<file path="src/rtl/mcsr_pkg.sv">
package mcsr_pkg;

  localparam int XLEN = 32;

  typedef enum logic [1:0] {
    OP_REPLACE = 2'd0,
    OP_SET     = 2'd1,
    OP_CLEAR   = 2'd2,
    OP_NONE    = 2'd3
  } csr_op_e;

  // Strobes handed from the control to the datapath
  typedef struct packed {
    logic    selScratch;
    logic    selCount;
    logic    wrScratch;
    logic    wrCount;
    logic    incEn;
    csr_op_e op;
  } csr_strb_t;

  function automatic logic [XLEN-1:0] mergeOp(input logic [XLEN-1:0] oldVal,
                                              input csr_op_e op,
                                              input logic [XLEN-1:0] opnd);
    logic [XLEN-1:0] res;
    case (op)
      OP_REPLACE: res = opnd;
      OP_SET:     res = oldVal | opnd;
      OP_CLEAR:   res = oldVal & ~opnd;
      default:    res = oldVal;
    endcase
    return res;
  endfunction

endpackage

</file>
<file path="src/rtl/mcsr_ctrl.sv">
module mcsr_ctrl
  import mcsr_pkg::*;
#(
  parameter int ADDR_W = 12,
  parameter logic [ADDR_W-1:0] SCRATCH_ADDR = 12'h340,
  parameter logic [ADDR_W-1:0] COUNT_ADDR = 12'hB00,
  parameter int NUM_ALIAS = 2,
  parameter logic [NUM_ALIAS*ADDR_W-1:0] ALIAS_ADDRS = {12'hB02, 12'hB01}
) (
  input  logic              csrValid,
  input  logic [ADDR_W-1:0] csrAddr,
  input  logic [1:0]        csrOp,
  input  logic              readEn,
  input  logic              writeEn,
  input  logic              instrRetire,
  output csr_strb_t         strb
);

  logic [NUM_ALIAS-1:0] aliasHit;
  logic hitScratch;
  logic hitCount;
  logic hitAnyCount;
  logic doRead;
  logic doWrite;

  genvar gi;
  generate
    for (gi = 0; gi < NUM_ALIAS; gi++) begin : g_alias
      assign aliasHit[gi] = (csrAddr == ALIAS_ADDRS[gi*ADDR_W +: ADDR_W]);
    end
  endgenerate

  always_comb begin
    hitScratch  = (csrAddr == SCRATCH_ADDR);
    hitCount    = (csrAddr == COUNT_ADDR);
    hitAnyCount = hitCount | (|aliasHit);
    doRead      = csrValid & readEn;
    doWrite     = csrValid & writeEn & (csr_op_e'(csrOp) != OP_NONE);

    strb.selScratch = doRead & hitScratch;
    strb.selCount   = doRead & hitAnyCount;
    strb.wrScratch  = doWrite & hitScratch;
    strb.wrCount    = doWrite & hitCount;
    strb.incEn      = instrRetire;
    strb.op         = csr_op_e'(csrOp);
  end

endmodule

</file>
<file path="src/rtl/mcsr_dp.sv">
module mcsr_dp
  import mcsr_pkg::*;
#(
  parameter int CNT_W = 64,
  parameter int STALL_W = 5
) (
  input  logic              clk,
  input  logic              rstN,
  input  csr_strb_t         strb,
  input  logic [XLEN-1:0]   csrWdata,
  input  logic [STALL_W-1:0] stallCount,
  output logic [XLEN-1:0]   csrRdata,
  output logic [XLEN-1:0]   scratchVal,
  output logic [XLEN-1:0]   countLo
);

  localparam int PAD_W = CNT_W - STALL_W;

  logic [XLEN-1:0]  scratchQ;
  logic [CNT_W-1:0] countQ;
  logic [CNT_W-1:0] countWr;
  logic [CNT_W-1:0] countInc;
  logic [XLEN-1:0]  countMerged;

  assign countMerged = mergeOp(countQ[XLEN-1:0], strb.op, csrWdata);
  assign countInc = countQ + CNT_W'(1) + {{PAD_W{1'b0}}, stallCount};

  // A software write touches the low word; wider counters keep the upper part
  generate
    if (CNT_W > XLEN) begin : g_wide
      assign countWr = {countQ[CNT_W-1:XLEN], countMerged};
    end else begin : g_narrow
      assign countWr = countMerged;
    end
  endgenerate

  always_ff @(posedge clk or negedge rstN) begin
    if (!rstN) begin
      scratchQ <= '0;
    end else if (strb.wrScratch) begin
      scratchQ <= mergeOp(scratchQ, strb.op, csrWdata);
    end
  end

  always_ff @(posedge clk or negedge rstN) begin
    if (!rstN) begin
      countQ <= '0;
    end else if (strb.wrCount) begin
      countQ <= countWr;
    end else if (strb.incEn) begin
      countQ <= countInc;
    end
  end

  always_comb begin
    if (strb.selScratch)    csrRdata = scratchQ;
    else if (strb.selCount) csrRdata = countQ[XLEN-1:0];
    else                    csrRdata = '0;
  end

  assign scratchVal = scratchQ;
  assign countLo    = countQ[XLEN-1:0];

endmodule

</file>
<file path="src/rtl/mcsr_unit.sv">
module mcsr_unit
  import mcsr_pkg::*;
#(
  parameter int CNT_W = 64,
  parameter int STALL_W = 5
) (
  input  logic               clk,
  input  logic               rstN,
  input  logic               csrValid,
  input  logic [11:0]        csrAddr,
  input  logic [1:0]         csrOp,
  input  logic [31:0]        csrWdata,
  input  logic               readEn,
  input  logic               writeEn,
  input  logic               instrRetire,
  input  logic [STALL_W-1:0] stallCount,
  output logic [31:0]        csrRdata
);

  csr_strb_t strb;
  logic [XLEN-1:0] scratchVal;
  logic [XLEN-1:0] countLo;

  mcsr_ctrl u_ctrl (
    .csrValid    (csrValid),
    .csrAddr     (csrAddr),
    .csrOp       (csrOp),
    .readEn      (readEn),
    .writeEn     (writeEn),
    .instrRetire (instrRetire),
    .strb        (strb)
  );

  mcsr_dp #(.CNT_W(CNT_W), .STALL_W(STALL_W)) u_dp (
    .clk        (clk),
    .rstN       (rstN),
    .strb       (strb),
    .csrWdata   (csrWdata),
    .stallCount (stallCount),
    .csrRdata   (csrRdata),
    .scratchVal (scratchVal),
    .countLo    (countLo)
  );

endmodule

</file>
<file path="config.mk">
export PLATFORM = sky130hd
export DESIGN_NAME = mcsr_unit
export DESIGN_NICKNAME = d
export VERILOG_FILES = /design/src/rtl/mcsr_pkg.sv /design/src/rtl/mcsr_ctrl.sv /design/src/rtl/mcsr_dp.sv /design/src/rtl/mcsr_unit.sv
export SDC_FILE = /design/constraint.sdc
export NUM_CORES = 1
export LEC_CHECK = 0
export ABC_AREA = 0
export BUFFER_PORTS_ARGS = -buffer_cell sky130_fd_sc_hd__buf_2
export CAP_MARGIN = 15
export CORE_UTILIZATION = 57
export DETAILED_ROUTE_END_ITERATION = 6
export PLACE_DENSITY = 0.86
export REMOVE_ABC_BUFFERS = 1
export SLEW_MARGIN = 20
export SYNTH_ARGS = -nofsm -noshare
export SYNTH_HDL_FRONTEND = slang
export SYNTH_SLANG_ARGS = --single-unit
</file>
<file path="constraint.sdc">
create_clock -name clk -period 3.3 [get_ports clk]
set_clock_uncertainty 0.2 [all_clocks]
set_input_delay 0.165 -clock clk [delete_from_list [all_inputs] [get_ports clk]]
set_output_delay 0.165 -clock clk [all_outputs]
set_load 0.05 [all_outputs]
</file>
## Word-level counts from Yosys, hierarchy flattened

Cells that the tools add are included.

- Bits of input ports: 57
- Output and inout port bits: 32
- Logic and storage cells: 40
- Flip-flop bits (word level): 96

- Eq/ne operators: 8
- Mux-type cells: 6
- Add/subtract/negate cells: 2
- Reductions and logical operators: 7
- Bitwise gates (word level): 14

Operator list:

| operator | number |
|---|---|
| $pmux 32 s3 | 2 |
| $mux 32 | 4 |
| $add 64x1->64 const B | 1 |
| $add 64x5->64 | 1 |
| $and 32x32->32 | 2 |
| $or 32x32->32 | 2 |
| $eq 12x12->1 const B | 3 |
| $not 32->32 | 1 |
| $eq 12x10->1 const B | 1 |
| $and 1x1->1 | 7 |
| $reduce_and 2->1 | 3 |
| $ne 4x1->1 const B | 1 |
| $reduce_bool 3->1 | 1 |
| $eq 2x1->1 const B | 1 |
| $eq 2x2->1 const B | 1 |
| $logic_not 2->1 | 1 |
| $ne 2x2->1 const B | 1 |
| $reduce_bool 2->1 | 1 |
| $reduce_or 2->1 | 1 |
| $not 1->1 | 1 |
| $or 1x1->1 | 1 |

## Depth between registers and ports, before layout

- Depth in word-level cells: 6
- Mapped depth: 10

## By module

From an unflattened synthesis, not the netlist that was laid out.

- Cell total of the unflattened synthesis: 654
- Area, all modules: 4928.5 µm²

Modules (own cells, without submodules):

| module | cells an instance | area each (µm²) | times used | seq. area each (µm²) |
|---|---|---|---|---|
| mcsr_dp | 638 | 4800.9 | 1 | 1601.5 |
| mcsr_ctrl | 16 | 127.6 | 1 | 0.0 |

## Least setup slack after synthesis

Ideal clock, no wire load.

- Path kind: register to register
- From: reg u_dp.countQ[0]
- To: reg u_dp.countQ[18]
- Stages on the path, launching flop included: 11
- Clock period less this slack: 2.565 ns
- Setup time: 0.141 ns
- Data arrival time: 2.224 ns
- Buffers on the path: 0
- Required time: 2.959 ns
- Path slack: 0.735 ns
- Path through: dfrtp_1 -> inv_1 -> ha_1 -> inv_1 -> fa_1 -> a211o_1 -> a21oi_1 -> nor3_1 -> and4_1 -> a211oi_1 -> a221oi_1

- Cells in the longest elaborated chain, start to end: 4

RTL lines:

| what | line | RTL |
|---|---|---|
| start: declaration | mcsr_dp.sv:20 | `logic [CNT_W-1:0] countQ;` |
| start signal: assignment | mcsr_dp.sv:49 | `countQ <= countWr;` |
| start signal: assignment | mcsr_dp.sv:51 | `countQ <= countInc;` |
| $add 64x1->64 | mcsr_dp.sv:26 | `assign countInc = countQ + CNT_W'(1) + {{PAD_W{1'b0}}, stallCount};` |
| $add 64x5->64 | mcsr_dp.sv:26 |  |
| $mux 32 | mcsr_dp.sv:50 | `end else if (strb.incEn) begin` |
| $mux 32 | mcsr_dp.sv:48 | `end else if (strb.wrCount) begin` |

No other way between the ends. The select of a mux whose other input is x is not followed.
A chain may end at the register's enable or synchronous reset.

## Worst setup path in the final report

Ends and elaborated chain as after synthesis.

==> flow_summary.toml <==
[status]
run_status = "finished clean"

[yosys]
ys_types = 71
post_synth_inst_count = 587
synth-seq-cells = 64
post_synth.cell_area_avg_um2 = 8.14
yosysSeqAreaShare_pct = 33.5
dominantRegCellSynth = "sky130_fd_sc_hd__dfrtp_1"
synth_enable_flop_cells = 0
post_synthesis_cell_area_um2 = 4780
yosysWarnings = 0
async_flop_share_pct = 100

[die]
floorplan.die.height_um = 93.5
die-width_um = 93.5
floorplan.core_area_um2 = 8180
num_rows = 33
boundaryPins = 89
fp.dieArea_um2 = 8750
initial_core_util_pct = 58.4

[timing]
fin_setup_tns_ps = 0
rel_slew_slack_pct = 46.1
maxClockFrequency_ghz = 0.323
timing.final.hold_violations = 0
min_period_ps = 3100
final_min_period_over_clock_period_pct = 93.9
tightest_slew_ps = 809
slew_viol_final = 0
finalSetupViolCount = 0
rsz0062_at_grt = "false"

[grt]
wire_length_of_the_first_global_routing_pass_mm = 24.5
largest_net_degree_at_the_start_of_global_routing = 50
total_routing_usage_gr_pct = 36.1
first_global_vias = 5055
initial_antenna_violation_count = 0
grt-ovfl-total = 0

[critical_path]
setup.worst_path.end_class = "flip-flop"
cp_max_fo = 6
timing.critical_path.required_ps = 3310
critical_path.startpoint = "u_dp.countQ[0]"
critPathArrivalTime_ps = 3110
crit-reg2reg-capture = "u_dp.countQ[18]"
ff2ff_setup_slack_ps = 200
timing.critical_path.slowest_cell_delay_ps = 490
cp_slowest_cell = "sky130_fd_sc_hd__a21oi_1"
worstSetupPathType = "reg2reg"
critical_path.n_buffers_inverters = 2
r2r-start = "u_dp.countQ[0]"
worstSetupStartpointType = "flip-flop"
rr_worst_depth = 10
crit_chain = "inv_1, ha_1, inv_1, fa_1, a211o_1, a21oi_1, nor3_1, and4_1, a211oi_1, a221oi_1"
cp_most_frequent_cell = "sky130_fd_sc_hd__inv_1"
critPathTopFamily = "compound AO/OA/AOI/OAI gates"

[clocking]
clock_tree.buffer_depth = 2
clock-root-buffer = "sky130_fd_sc_hd__clkbuf_8"
post_cts_buffers = 0
clock_latency_ps = 360
cts_buffers = 9
h_tree_lvl_count = 3
cts_resized = 0
tritoncts = "built"
cts.clk_slew.worst_paths_ps = 70
numClockSinks = 64

[placement]
place_hpwl_mm = 9.95
gpl.final_weighted_congestion = 0.912
instance_area_at_placement_um2 = 5320
place.port_buffers = 88

[finish]
multi_input_comb_area_um2 = 2930
finish.net_count = 763
post_route_cells_drive_above_1_share_pct = 20.0
sequential_cell_area_um2 = 1600
areaGrowthSynthToFinish_pct = 22.4
mostFrequentLayoutCell = "sky130_fd_sc_hd__a21oi_1"
antenna_cells = 0
layout.cells.most_common_list = "sky130_fd_sc_hd__a21oi_1, sky130_fd_sc_hd__buf_2, sky130_fd_sc_hd__o21ai_0"
num-fill-cells = 637
layout.core_utilization_pct = 71.5
design_area_um2 = 5850

[drt]
postRouteAntennaNets = 0
via_count = 5528
post-route-drc-count = 0
routed_via_density = 6.87
wl_mm = 15.4
drtPass1Iterations = 6
avgRoutedWirePerCell_um = 19.2
drt_iter0_markers = 647

[min_path]
min_to = "u_dp.countQ[5]"
whs_path_depth = 4
hold_path.class = "in2reg"
min-delay-start = "instrRetire"

[power_and_ir_drop]
p_leak_nw = 2.63
power.density_nw_per_um2 = 412
vdd_ir_drop_max_v = 0.000291

[run]
drv_cap = 0
-- repair_timing --
action                                 CTS  global route
hold buffers                            33             0
endpoints found under the hold margin   64             0
setup endpoints to repair                0             0
-- area by class of cell --
type	instances	share of cell area (%)
multi-input combinational	464	50.1
sequential	64	27.4
timing repair buffer	139	15.7
clock buffer	13	2.72
tap	105	2.25
inverter	17	1.09
clock inverter	3	0.685
-- state kept, by name, indices dropped and copies added, names as in the netlist --
register         cells
u_dp.countQ         32
u_dp.scratchVal     32
-- worst max-delay path by stage --
stage / depth (start not counted) / end / slack, ps
6_report: 10 / u_dp.countQ[18] / 200
5_1_grt: 10 / u_dp.countQ[18] / 120
4_1_cts: 10 / u_dp.countQ[18] / 300
3_5_place_dp: 10 / u_dp.countQ[18] / 350
3_3_place_gp: 10 / u_dp.countQ[18] / 430
2_1_floorplan: 8 / u_dp.countQ[25] / -20
-- cell usage after synthesis, drive strengths merged, types with 3 or more instances --
cell	count	area share [%]
a211oi	13	2.1
a21o	9	1.4
a21oi	105	11
a221o	4	0.84
a221oi	5	0.92
a22o	32	5.9
a31oi	4	0.52
and3	7	0.94
and4	6	1.1
buf	17	1.9
clkbuf	25	2.0
dfrtp	64	34
ha	10	2.6
inv	15	1.2
mux2i	5	1.0
nand2	31	2.4
nand2b	6	0.79
nand3	17	1.8
nand4	9	1.6
nor2	40	3.1
nor2b	5	0.65
nor3	22	2.4
nor4b	3	1.0
o211ai	9	1.4
o21a	5	0.79
o21ai	70	7.3
o31ai	4	0.63
or4	3	0.63
xnor2	3	0.55
xor2	4	0.73
-- worst reg2reg max path: cells and delay by family (launching register included) --
kind	cells	cell delay [ps]
flops	1	400
simple gates	2	520
compound gates	4	1140
fa+ha+maj	2	570
buf+inv	2	120
-- logic make-up (layout without fill, tap and decap cells) --
group | after synthesis | in the layout | synth area share (%)
XOR/XNOR | 7 | 7 | 1.28
AO/OA/AOI/OAI | 278 | 278 | 36.5
flip-flops | 64 | 64 | 33.5
adder cells (fa/ha/maj) | 11 | 11 | 3.04
AND/OR/NAND/NOR | 162 | 162 | 19.1
multiplexers | 6 | 6 | 1.28
buffers and inverters | 59 | 172 | 5.21
-- per-stage QoR --
step	power, mW	worst slack, ps	hold slack, ps	instances
2_1_floorplan	1.37	-17.0	-331	545
4_1_cts	2.37	302	45.4	805
3_5_place_dp	1.64	353	91.7	756
5_1_grt	2.50	117	117	805
3_3_place_gp	1.60	434	90.6	756
6_report	2.41	201	60.9	805
-- power breakdown --
part | leakage, nW | switching [mW] | internal, mW
Combinational | 1.67 | 0.436 | 0.292
Sequential | 0.855 | 0.119 | 0.846
Clock | 0.103 | 0.325 | 0.389
-- layer usage --
metal / vias up / track usage [%] / routed length [um]
met2: 384 / 58.7 / 7360
met1: 2634 / 46.3 / 6130
met4: 0 / 17.3 / 363
met3: 57 / 6.75 / 1580
met5: - / 0 / 0
li1: 2453 / - / -
Power figures use the tool's default switching activity.
